$ cat config.mk
export PLATFORM = sky130hd
export DESIGN_NAME = mwgpio
export DESIGN_NICKNAME = d
export VERILOG_FILES = /design/src/rtl/mwgpio_pkg.sv /design/src/rtl/mwgpio_sync.sv /design/src/rtl/mwgpio_irq.sv /design/src/rtl/mwgpio_regs.sv /design/src/rtl/mwgpio.sv
export SDC_FILE = /design/constraint.sdc
export NUM_CORES = 1
export LEC_CHECK = 0
export BUFFER_PORTS_ARGS = -buffer_cell sky130_fd_sc_hd__buf_2
export CELL_PAD_IN_SITES_DETAIL_PLACEMENT = 1
export CELL_PAD_IN_SITES_GLOBAL_PLACEMENT = 1
export CORE_MARGIN = 3
export CORE_UTILIZATION = 40
export DETAILED_ROUTE_END_ITERATION = 16
export GPL_ROUTABILITY_DRIVEN = 1
export GPL_TIMING_DRIVEN = 0
export PLACE_DENSITY_LB_ADDON = 0.1
export SLEW_MARGIN = 20
export SYNTH_ARGS = -nofsm -noshare
export SYNTH_HDL_FRONTEND = slang
export SYNTH_HIERARCHICAL = 1
export SYNTH_SLANG_ARGS = --single-unit
$ cat constraint.sdc
create_clock -name clk -period 6.1 [get_ports clk]
set_input_delay 0.61 -clock clk [delete_from_list [all_inputs] [get_ports clk]]
set_output_delay 0.61 -clock clk [all_outputs]
set_load 0.005 [all_outputs]
$ cat src/rtl/mwgpio_pkg.sv
package mwgpio_pkg;

  localparam int OFF_DIR = 'h00;
  localparam int OFF_OUT = 'h08;
  localparam int OFF_PIN = 'h0C;
  localparam int OFF_IEN = 'h10;
  localparam int OFF_BEN = 'h14;

  localparam int BEN_CLKEN_BIT = 0;
  localparam int BEN_SRST_BIT  = 1;

  typedef enum logic [2:0] {
    SEL_DIR,
    SEL_OUT,
    SEL_PIN,
    SEL_IEN,
    SEL_BEN,
    SEL_NONE
  } reg_sel_e;

endpackage

$ cat src/rtl/mwgpio_sync.sv
module mwgpio_sync #(
  parameter int NPINS  = 16,
  parameter int STAGES = 2
) (
  input  logic             clk,
  input  logic             rst_n,
  input  logic             clk_en,
  input  logic             srst,
  input  logic [NPINS-1:0] pin_in,
  output logic [NPINS-1:0] state
);

  logic [NPINS-1:0] stg_q [STAGES];
  logic [NPINS-1:0] stg_d [STAGES];
  logic             stg_ce;

  assign stg_ce = clk_en | srst;

  generate
    for (genvar s = 0; s < STAGES; s++) begin : g_stage
      if (s == 0) begin : g_first
        always_comb stg_d[s] = srst ? '0 : pin_in;
      end else begin : g_next
        always_comb stg_d[s] = srst ? '0 : stg_q[s-1];
      end

      always_ff @(posedge clk or negedge rst_n) begin
        if (!rst_n)      stg_q[s] <= '0;
        else if (stg_ce) stg_q[s] <= stg_d[s];
      end
    end
  endgenerate

  assign state = stg_q[STAGES-1];

  AST_STATE_FROZEN: assert property (@(posedge clk) disable iff (!rst_n)
    (!clk_en && !srst) |=> $stable(state));

endmodule

$ cat src/rtl/mwgpio_irq.sv
module mwgpio_irq #(
  parameter int NPINS   = 16,
  parameter int NSHARED = 8
) (
  input  logic               clk,
  input  logic               rst_n,
  input  logic               clk_en,
  input  logic [NPINS-1:0]   state,
  input  logic [NSHARED-1:0] ien,
  output logic               irq_o
);

  localparam int SH_LO = NPINS - NSHARED;

  logic [NSHARED-1:0] gated;

  generate
    for (genvar k = 0; k < NSHARED; k++) begin : g_gate
      assign gated[k] = state[SH_LO+k] & ien[k];
    end
  endgenerate

  assign irq_o = clk_en & (|gated);

  AST_IRQ_NEEDS_ENABLE: assert property (@(posedge clk) disable iff (!rst_n)
    irq_o |-> (|ien));
  AST_IRQ_NEEDS_HIGH_PIN: assert property (@(posedge clk) disable iff (!rst_n)
    irq_o |-> (|state[NPINS-1:SH_LO]));

endmodule

$ cat src/rtl/mwgpio_regs.sv
module mwgpio_regs
  import mwgpio_pkg::*;
#(
  parameter int NPINS   = 16,
  parameter int NSHARED = 8,
  parameter int ADDR_W  = 8
) (
  input  logic               clk,
  input  logic               rst_n,
  input  logic               bus_sel,
  input  logic               bus_wr,
  input  logic [ADDR_W-1:0]  bus_addr,
  input  logic [2*NPINS-1:0] bus_wdata,
  output logic [2*NPINS-1:0] bus_rdata,
  input  logic [NPINS-1:0]   pin_state,
  output logic [NPINS-1:0]   dir_q,
  output logic [NPINS-1:0]   out_q,
  output logic [NSHARED-1:0] ien_q,
  output logic               clken_q,
  output logic               srst_q
);

  localparam int DW = 2 * NPINS;

  reg_sel_e           sel;
  logic               wr_en;
  logic               wr_live;
  logic [NPINS-1:0]   wmask;
  logic [NPINS-1:0]   wval;
  logic [NPINS-1:0]   dir_d;
  logic [NPINS-1:0]   out_d;
  logic [NSHARED-1:0] ien_d;
  logic               clken_d;
  logic               srst_d;
  logic               cfg_ce;
  logic               ben_ce;

  always_comb begin
    if      (bus_addr == ADDR_W'(OFF_DIR)) sel = SEL_DIR;
    else if (bus_addr == ADDR_W'(OFF_OUT)) sel = SEL_OUT;
    else if (bus_addr == ADDR_W'(OFF_PIN)) sel = SEL_PIN;
    else if (bus_addr == ADDR_W'(OFF_IEN)) sel = SEL_IEN;
    else if (bus_addr == ADDR_W'(OFF_BEN)) sel = SEL_BEN;
    else                                   sel = SEL_NONE;
  end

  assign wr_en   = bus_sel & bus_wr;
  assign wr_live = wr_en & clken_q & ~srst_q;
  assign wmask   = bus_wdata[DW-1:NPINS];
  assign wval    = bus_wdata[NPINS-1:0];

  always_comb begin
    dir_d = dir_q;
    out_d = out_q;
    ien_d = ien_q;
    if (srst_q) begin
      dir_d = '0;
      out_d = '0;
      ien_d = '0;
    end else if (wr_live) begin
      case (sel)
        SEL_DIR: dir_d = wval;
        SEL_OUT: out_d = (out_q & ~wmask) | (wval & wmask);
        SEL_IEN: ien_d = bus_wdata[NSHARED-1:0];
        default: ;
      endcase
    end
  end

  assign cfg_ce = srst_q | wr_live;

  always_comb begin
    clken_d = bus_wdata[BEN_CLKEN_BIT];
    srst_d  = bus_wdata[BEN_SRST_BIT];
  end

  assign ben_ce = wr_en & (sel == SEL_BEN);

  always_ff @(posedge clk or negedge rst_n) begin
    if (!rst_n) begin
      dir_q <= '0;
      out_q <= '0;
      ien_q <= '0;
    end else if (cfg_ce) begin
      dir_q <= dir_d;
      out_q <= out_d;
      ien_q <= ien_d;
    end
  end

  always_ff @(posedge clk or negedge rst_n) begin
    if (!rst_n) begin
      clken_q <= 1'b0;
      srst_q  <= 1'b0;
    end else if (ben_ce) begin
      clken_q <= clken_d;
      srst_q  <= srst_d;
    end
  end

  always_comb begin
    bus_rdata = '0;
    if (bus_sel) begin
      case (sel)
        SEL_DIR: bus_rdata = {{(DW-NPINS){1'b0}}, dir_q};
        SEL_OUT: bus_rdata = {{(DW-NPINS){1'b0}}, out_q};
        SEL_PIN: bus_rdata = {{(DW-NPINS){1'b0}}, pin_state};
        SEL_IEN: bus_rdata = {{(DW-NSHARED){1'b0}}, ien_q};
        SEL_BEN: begin
          bus_rdata[BEN_CLKEN_BIT] = clken_q;
          bus_rdata[BEN_SRST_BIT]  = srst_q;
        end
        default: bus_rdata = '0;
      endcase
    end
  end

  AST_SRST_CLEARS: assert property (@(posedge clk) disable iff (!rst_n)
    srst_q |=> (dir_q == '0 && out_q == '0 && ien_q == '0));
  AST_MASK_KEEPS: assert property (@(posedge clk) disable iff (!rst_n)
    (wr_live && sel == SEL_OUT) |=>
      ((out_q & ~$past(wmask)) == ($past(out_q) & ~$past(wmask))));
  AST_WRITE_WHEN_OFF: assert property (@(posedge clk) disable iff (!rst_n)
    (wr_en && !clken_q && !srst_q && sel == SEL_DIR) |=> $stable(dir_q));

endmodule

$ cat src/rtl/mwgpio.sv
module mwgpio #(
  parameter int NPINS   = 16,
  parameter int NSHARED = 8,
  parameter int ADDR_W  = 8,
  parameter int SYNC_N  = 2
) (
  input  logic               clk,
  input  logic               rst_n,
  input  logic               bus_sel,
  input  logic               bus_wr,
  input  logic [ADDR_W-1:0]  bus_addr,
  input  logic [2*NPINS-1:0] bus_wdata,
  output logic [2*NPINS-1:0] bus_rdata,
  input  logic [NPINS-1:0]   pin_in,
  output logic [NPINS-1:0]   pin_out,
  output logic [NPINS-1:0]   pin_oe,
  output logic               irq_shared
);

  logic [1:0]         rst_pipe;
  logic               rst_int_n;
  logic [NPINS-1:0]   pin_state;
  logic [NPINS-1:0]   dir_q;
  logic [NPINS-1:0]   out_q;
  logic [NSHARED-1:0] ien_q;
  logic               clken_q;
  logic               srst_q;

  // Reset asserts at once and is released two edges later.
  always_ff @(posedge clk or negedge rst_n) begin
    if (!rst_n) rst_pipe <= '0;
    else        rst_pipe <= {rst_pipe[0], 1'b1};
  end
  assign rst_int_n = rst_pipe[1];

  mwgpio_regs #(
    .NPINS(NPINS), .NSHARED(NSHARED), .ADDR_W(ADDR_W)
  ) u_regs (
    .clk(clk), .rst_n(rst_int_n),
    .bus_sel(bus_sel), .bus_wr(bus_wr), .bus_addr(bus_addr),
    .bus_wdata(bus_wdata), .bus_rdata(bus_rdata),
    .pin_state(pin_state),
    .dir_q(dir_q), .out_q(out_q), .ien_q(ien_q),
    .clken_q(clken_q), .srst_q(srst_q)
  );

  mwgpio_sync #(
    .NPINS(NPINS), .STAGES(SYNC_N)
  ) u_sync (
    .clk(clk), .rst_n(rst_int_n),
    .clk_en(clken_q), .srst(srst_q),
    .pin_in(pin_in), .state(pin_state)
  );

  mwgpio_irq #(
    .NPINS(NPINS), .NSHARED(NSHARED)
  ) u_irq (
    .clk(clk), .rst_n(rst_int_n),
    .clk_en(clken_q), .state(pin_state), .ien(ien_q),
    .irq_o(irq_shared)
  );

  assign pin_out = out_q;
  assign pin_oe  = dir_q;

endmodule

Word-level counts from Yosys, hierarchy flattened
Index checks and enable logic that the tools add are counted.
Operators by class
  reduce and logical (&&, ||, !) cells: 10
  equal/unequal tests: 8
  muxes and demuxes: 19
  bitwise gates (word level): 20
Operator list (number)
  16-bit 2-to-1 mux: 8
  14-bit case mux with 4 select lines: 1
  16-bit bitwise AND: 2
  32-bit 2-to-1 mux: 1
  8-bit 2-to-1 mux: 3
  8-bit by 4-bit equality test with 1-bit output, second input constant: 2
  8-bit by 5-bit equality test with 1-bit output, second input constant: 2
  16-bit inverter: 1
  16-bit OR: 1
  1-bit bitwise AND: 13
  3-bit 2-to-1 mux: 4
  2-bit case mux with 5 select lines: 1
  3-bit AND reduction: 3
  8-bit logical NOT: 1
  2-bit nonzero test: 4
  8-bit OR reduction: 1
  3-bit by 2-bit equality test with 1-bit output, second input constant: 2
  3-bit by 1-bit equality test with 1-bit output, second input constant: 1
  3-bit equality test, second input constant: 1
  3-bit logical NOT: 1
  1-bit OR: 2
  1-bit 2-to-1 mux: 1
  1-bit inverter: 1
Word-level totals
  logic and storage cells: 65
  output and inout bits: 65
  bits of input ports: 60
  register bits: 76

Depth between registers and ports, before layout
  depth in word-level cells: 10
  mapped depth: 7
  gate-level depth less buffers: 4

Hierarchy
The synthesis kept the hierarchy.
Modules (own cells, without submodules)
  mwgpio_regs: times used 1, area an instance 2533.7 µm², sequential area each 1051.0 µm², cells an instance 292
  mwgpio_sync: times used 1, area an instance 1443.9 µm², sequential area each 800.8 µm², cells an instance 119
  mwgpio: times used 1, area an instance 53.8 µm², sequential area each 50.0 µm², cells an instance 3
  mwgpio_irq: times used 1, area an instance 42.5 µm², sequential area each 0.0 µm², cells an instance 6

Least setup slack after synthesis
OpenSTA, ideal clock, no wires.
  path type: input -> output
  start: input port bus_addr[7]
  end: output port bus_rdata[10]
  setup slack: 3.713 ns
  arrival: 1.777 ns
  data required time: 5.490 ns
  stages: 5
  cells stage by stage: or4b_4 -> nor2_1 -> o2111ai_1 -> buf_2 -> nor2_1
On the way
  longest elaborated chain between the ends: 9
  elaborated cells on any way between the ends: 16
  those cells by class: 7 x eq/ne; 7 x mux; 2 x reduce/logical
Ends and longest elaborated chain
  from (decl): line mwgpio.sv:11  | input logic [ADDR_W-1:0] bus_addr,
  8-bit by 5-bit equality test with 1-bit output: line mwgpio_regs.sv:43  | else if (bus_addr == ADDR_W'(OFF_BEN)) sel = SEL_BEN;
  1-bit 2-to-1 mux: line mwgpio_regs.sv:43
  3-bit 2-to-1 mux: line mwgpio_regs.sv:42  | else if (bus_addr == ADDR_W'(OFF_IEN)) sel = SEL_IEN;
  3-bit 2-to-1 mux: line mwgpio_regs.sv:41  | else if (bus_addr == ADDR_W'(OFF_PIN)) sel = SEL_PIN;
  3-bit 2-to-1 mux: line mwgpio_regs.sv:40  | else if (bus_addr == ADDR_W'(OFF_OUT)) sel = SEL_OUT;
  3-bit 2-to-1 mux (*): line mwgpio_regs.sv:39  | if (bus_addr == ADDR_W'(OFF_DIR)) sel = SEL_DIR;
  3-bit by 2-bit equality test with 1-bit output, or another cell as far along: line mwgpio_regs.sv:104  | case (sel)
  14-bit case mux with 4 select lines (*): line mwgpio_regs.sv:104
  32-bit 2-to-1 mux (*): line mwgpio_regs.sv:103  | if (bus_sel) begin
  to (decl): line mwgpio.sv:13  | output logic [2*NPINS-1:0] bus_rdata,
Mark *: on every way between the ends. The rest lies on a longest branch, timed or not.

Worst setup path in the final report
  start: input port bus_addr[7]
  end: output port bus_rdata[0]
On the way
  longest elaborated chain between the ends: 9
  elaborated cells on any way between the ends: 17
  those cells by class: 8 x eq/ne; 7 x mux; 2 x reduce/logical
Ends and longest elaborated chain (line)
  8-bit by 5-bit equality test with 1-bit output: mwgpio_regs.sv:43
  1-bit 2-to-1 mux: mwgpio_regs.sv:43
  3-bit 2-to-1 mux: mwgpio_regs.sv:42
  3-bit 2-to-1 mux: mwgpio_regs.sv:41
  3-bit 2-to-1 mux: mwgpio_regs.sv:40
  3-bit 2-to-1 mux (*): mwgpio_regs.sv:39
  3-bit equality test, or another cell as far along: mwgpio_regs.sv:104
  2-bit case mux with 5 select lines (*): mwgpio_regs.sv:104
  32-bit 2-to-1 mux (*): mwgpio_regs.sv:103
Marks and branches as above.

==> PnR_summary.wiki <==
{| class="wikitable"
! Metric !! Value
|-
| Fraction of the yosys area taken by sequential cells || 0.467
|-
| DR vias || 3,690
|-
| Via count normalized by instance count || 5.32
|-
| Register-to-Register Path Depth || 6
|-
| Run status || completed
|-
| Commonest cells post-synth || sky130_fd_sc_hd__dfrtp_1 (76), sky130_fd_sc_hd__nor2_1 (57), sky130_fd_sc_hd__nand2_1 (51)
|-
| Count of instances resized after the clock tree is built || 0
|-
| Comb power frac || 0.134
|-
| Area of the core || 9820 sq um
|-
| Inserted Diodes || 0
|-
| Internal cell power || 0.000797 W
|-
| Timing-limited maximum frequency || 317 MHz
|-
| Dominant cell type by area after synthesis || sky130_fd_sc_hd__dfrtp_1
|-
| Number of H-tree levels || 3
|-
| Worst Path Class, Setup || primary input to output pin
|-
| Die X || 107 microns
|-
| Synthesis warning total || 6
|-
| Count leader, synth || sky130_fd_sc_hd__dfrtp_1
|-
| Hold Violations, Final || 0
|-
| Row count || 36
|-
| FF-to-FF End || u_regs/dir_q[4]$_DFFE_PN0P_
|-
| Final critical delay including setup and external delays || 3.15 ns
|-
| Post-detailed-placement half-perimeter wirelength || 10.3 mm
|-
| Slack of the critical path || 2.95 ns
|-
| Number of distinct library cells after synthesis || 34
|-
| Synthesized instance count || 420
|-
| Area delta synth->final || 24.3%
|-
| Number of buffers inserted by port buffering || 108
|-
| Share of post-route cells with drive strength above 1 || 0.316
|-
| Cell types occupying the most area after synthesis || sky130_fd_sc_hd__dfrtp_1 (47%), sky130_fd_sc_hd__mux2i_1 (12%), sky130_fd_sc_hd__buf_4 (6.3%)
|-
| CTS buffer count || 9
|-
| Final-layout worst hold slack || 0.0196 ns
|-
| Category of the worst setup path capture point || output pin
|-
| DIE AREA || 11,400 sq um
|-
| Setup TNS || 0 ns
|-
| Routed Wire Length || 13.7 mm
|-
| Asr flop ratio synth || 1.00
|-
| Total setup buffers inserted after CTS || 0
|-
| Power density over cell area || 217 nW/um^2
|-
| Global-route wire length before repair || 22.0 mm
|-
| Area of the mapped netlist || 4070 sq um
|-
| Slew @ Worst Pin || 0.876 ns
|-
| Routed length per placed instance || 19.7 microns
|-
| Post-Syn Area per Cell || 9.70 sq um
|-
| Largest fanout on the critical path || 10
|-
| Maximum capacitance violations || 0
|-
| Final net count || 615
|-
| Worst endpoint required time || 5.49 ns
|-
| Total net switching power || 0.000304 W
|-
| Switching share of total power || 0.276
|-
| Max VDD drop || 0.160 mV
|-
| Startpoint class of the critical path || primary input
|-
| Maximum clock insertion buffer count || 2
|-
| Clock latency of the later-clocked register in the worst-skew pair || 0.36 ns
|-
| Initial antenna violation count || 0
|-
| Sequential power share || 0.520
|-
| Post-Place Setup Slack || 2.98 ns
|-
| Number of flops mapped to enable cells by yosys || 0
|-
| Share of the core filled with cells || 0.516
|-
| TritonRoute pass-1 iters || 4
|-
| Final max-slew violation count || 0
|-
| RSZ-0062 raised after global routing || no
|-
| Flip-flop cell with the highest count after synthesis || sky130_fd_sc_hd__dfrtp_1
|-
| Iter 0 DRT Violations || 167
|-
| Worst reg-to-reg setup slack || 3.91 ns
|-
| CTS Root Buffer Type || sky130_fd_sc_hd__clkbuf_8
|-
| Routability congestion estimate || 0.855
|-
| Area share of the leading cell type in the synthesized netlist || 0.467
|-
| Die Span Y || 107 microns
|-
| Via count of the first global-routing pass || 4,047
|-
| Number of I/O pins || 125
|-
| Number of hold buffers added after CTS || 0
|-
| Clock tree from TritonCTS || yes
|-
| Setup violators final || 0
|-
| Start of the worst register-to-register path || u_regs/clken_q$_DFFE_PN0P_
|-
| Leakage component of the power || 2.43 nW
|-
| Post-DRT Antenna Nets || 0
|-
| Placed instance area || 4870 sq um
|-
| Clock transition at the register clock pins on the worst setup and hold paths after CTS || 0.08 ns
|-
| Slew margin rel. || 0.415
|-
| Cell area after layout || 5060 sq um
|-
| Part of the total power dissipated in the clock network || 0.345
|-
| Arr. time, crit path || 2.54 ns
|-
| Path class of the lowest-slack min-delay path || primary input to async pin
|-
| Clock net sink count || 76
|-
| Global route total overflow || 0
|-
| Initial standard-cell utilization of the core || 0.415
|-
| DRC errors left || 0
|-
| Pin count of the biggest net entering global routing || 52
|-
| Post-Route Skew || 0.0132 ns
|-
| #FFs+latches synth || 76
|-
| Final worst path period share || 0.517
|-
| Total global-route track usage || 0.251
|}
-- how the worst max path moves through the flow --
stage	startpoint	to	slack, ns	cells after the start
after global routing	bus_addr[7]	bus_rdata[1]	2.80	8
after floorplan	bus_addr[7]	bus_rdata[10]	3.71	5
final	bus_addr[7]	bus_rdata[0]	2.95	8
after CTS	bus_addr[7]	bus_rdata[6]	2.98	8
after global placement	rst_pipe[1]$_DFF_PN0_	u_regs/dir_q[5]$_DFFE_PN0P_	2.83	0
after detailed placement	bus_addr[7]	bus_rdata[6]	2.98	8
-- cells in the final DEF, fill, tap and decap left out, types with 2 or more instances in the layout --
master	instances
sky130_fd_sc_hd__a21oi_1	34
sky130_fd_sc_hd__a22o_1	10
sky130_fd_sc_hd__a22oi_1	18
sky130_fd_sc_hd__a2bb2oi_1	2
sky130_fd_sc_hd__and3_1	4
sky130_fd_sc_hd__buf_1	3
sky130_fd_sc_hd__buf_12	3
sky130_fd_sc_hd__buf_2	114
sky130_fd_sc_hd__buf_4	34
sky130_fd_sc_hd__clkbuf_1	14
sky130_fd_sc_hd__clkbuf_8	12
sky130_fd_sc_hd__conb_1	17
sky130_fd_sc_hd__dfrtp_1	75
sky130_fd_sc_hd__mux2_1	2
sky130_fd_sc_hd__mux2i_1	48
sky130_fd_sc_hd__nand2_1	51
sky130_fd_sc_hd__nand3_1	19
sky130_fd_sc_hd__nand4_1	16
sky130_fd_sc_hd__nor2_1	57
sky130_fd_sc_hd__o22a_1	6
-- metal layers --
layer	global-route usage	part of all wire
met1	0.337	0.44
met5	0	0
met4	0.0950	0.021
met3	0.0415	0.065
met2	0.408	0.48
-- power by group through the flow --
stage,combinational (W),clock (W),sequential (W)
after floorplan,0.0000865,0,0.000577
after global placement,0.000132,0,0.000587
after detailed placement,0.000148,0,0.000583
after CTS,0.000149,0.000389,0.000574
after global routing,0.000165,0.000416,0.000579
final,0.000148,0.000380,0.000573
-- flip-flops by register name, indices dropped and copies added (netlist names) --
| name | count |
|---|---|
| u_regs/srst_q | 1 |
| u_sync/state | 16 |
| u_regs/ien_q | 8 |
| u_regs/clken_q | 1 |
| u_regs/dir_q | 16 |
| u_regs/out_q | 16 |
| u_sync/stg_q | 16 |
| rst_pipe | 2 |
-- critical path: stages --
cell	delay (ns)
sky130_fd_sc_hd__buf_2	0.12
sky130_fd_sc_hd__nor4_1	0.52
sky130_fd_sc_hd__buf_2	0.32
sky130_fd_sc_hd__buf_2	0.30
sky130_fd_sc_hd__a22o_1	0.18
sky130_fd_sc_hd__nand2_1	0.07
sky130_fd_sc_hd__a21oi_1	0.26
sky130_fd_sc_hd__buf_2	0.16
-- kinds of logic (layout without fill, tap and decap cells) --
family | after synthesis | in the layout | synth area share
simple gates | 156 | 156 | 0.182
flops | 76 | 76 | 0.467
compound gates | 73 | 73 | 0.120
buf+inv | 63 | 188 | 0.105
mux | 50 | 50 | 0.123
other cells | 2 | 17 | 0.00184
-- stage by stage --
step                      cells  power, W
final                       693   0.00110
after global routing        693   0.00116
after CTS                   693   0.00111
after detailed placement    677  0.000731
after global placement      676  0.000719
after floorplan             435  0.000663
-- final cells by class --
type	instances	area, sq um
plain buffers	62	425
clock buffers	12	165
clock inverters	4	30.0
fillers	1217	4760
inverters	1	3.75
multi-input cells	296	1800
flip-flops and latches	76	1910
well taps	133	166
repair buffers	109	568
(Power assumes the default switching activity.)
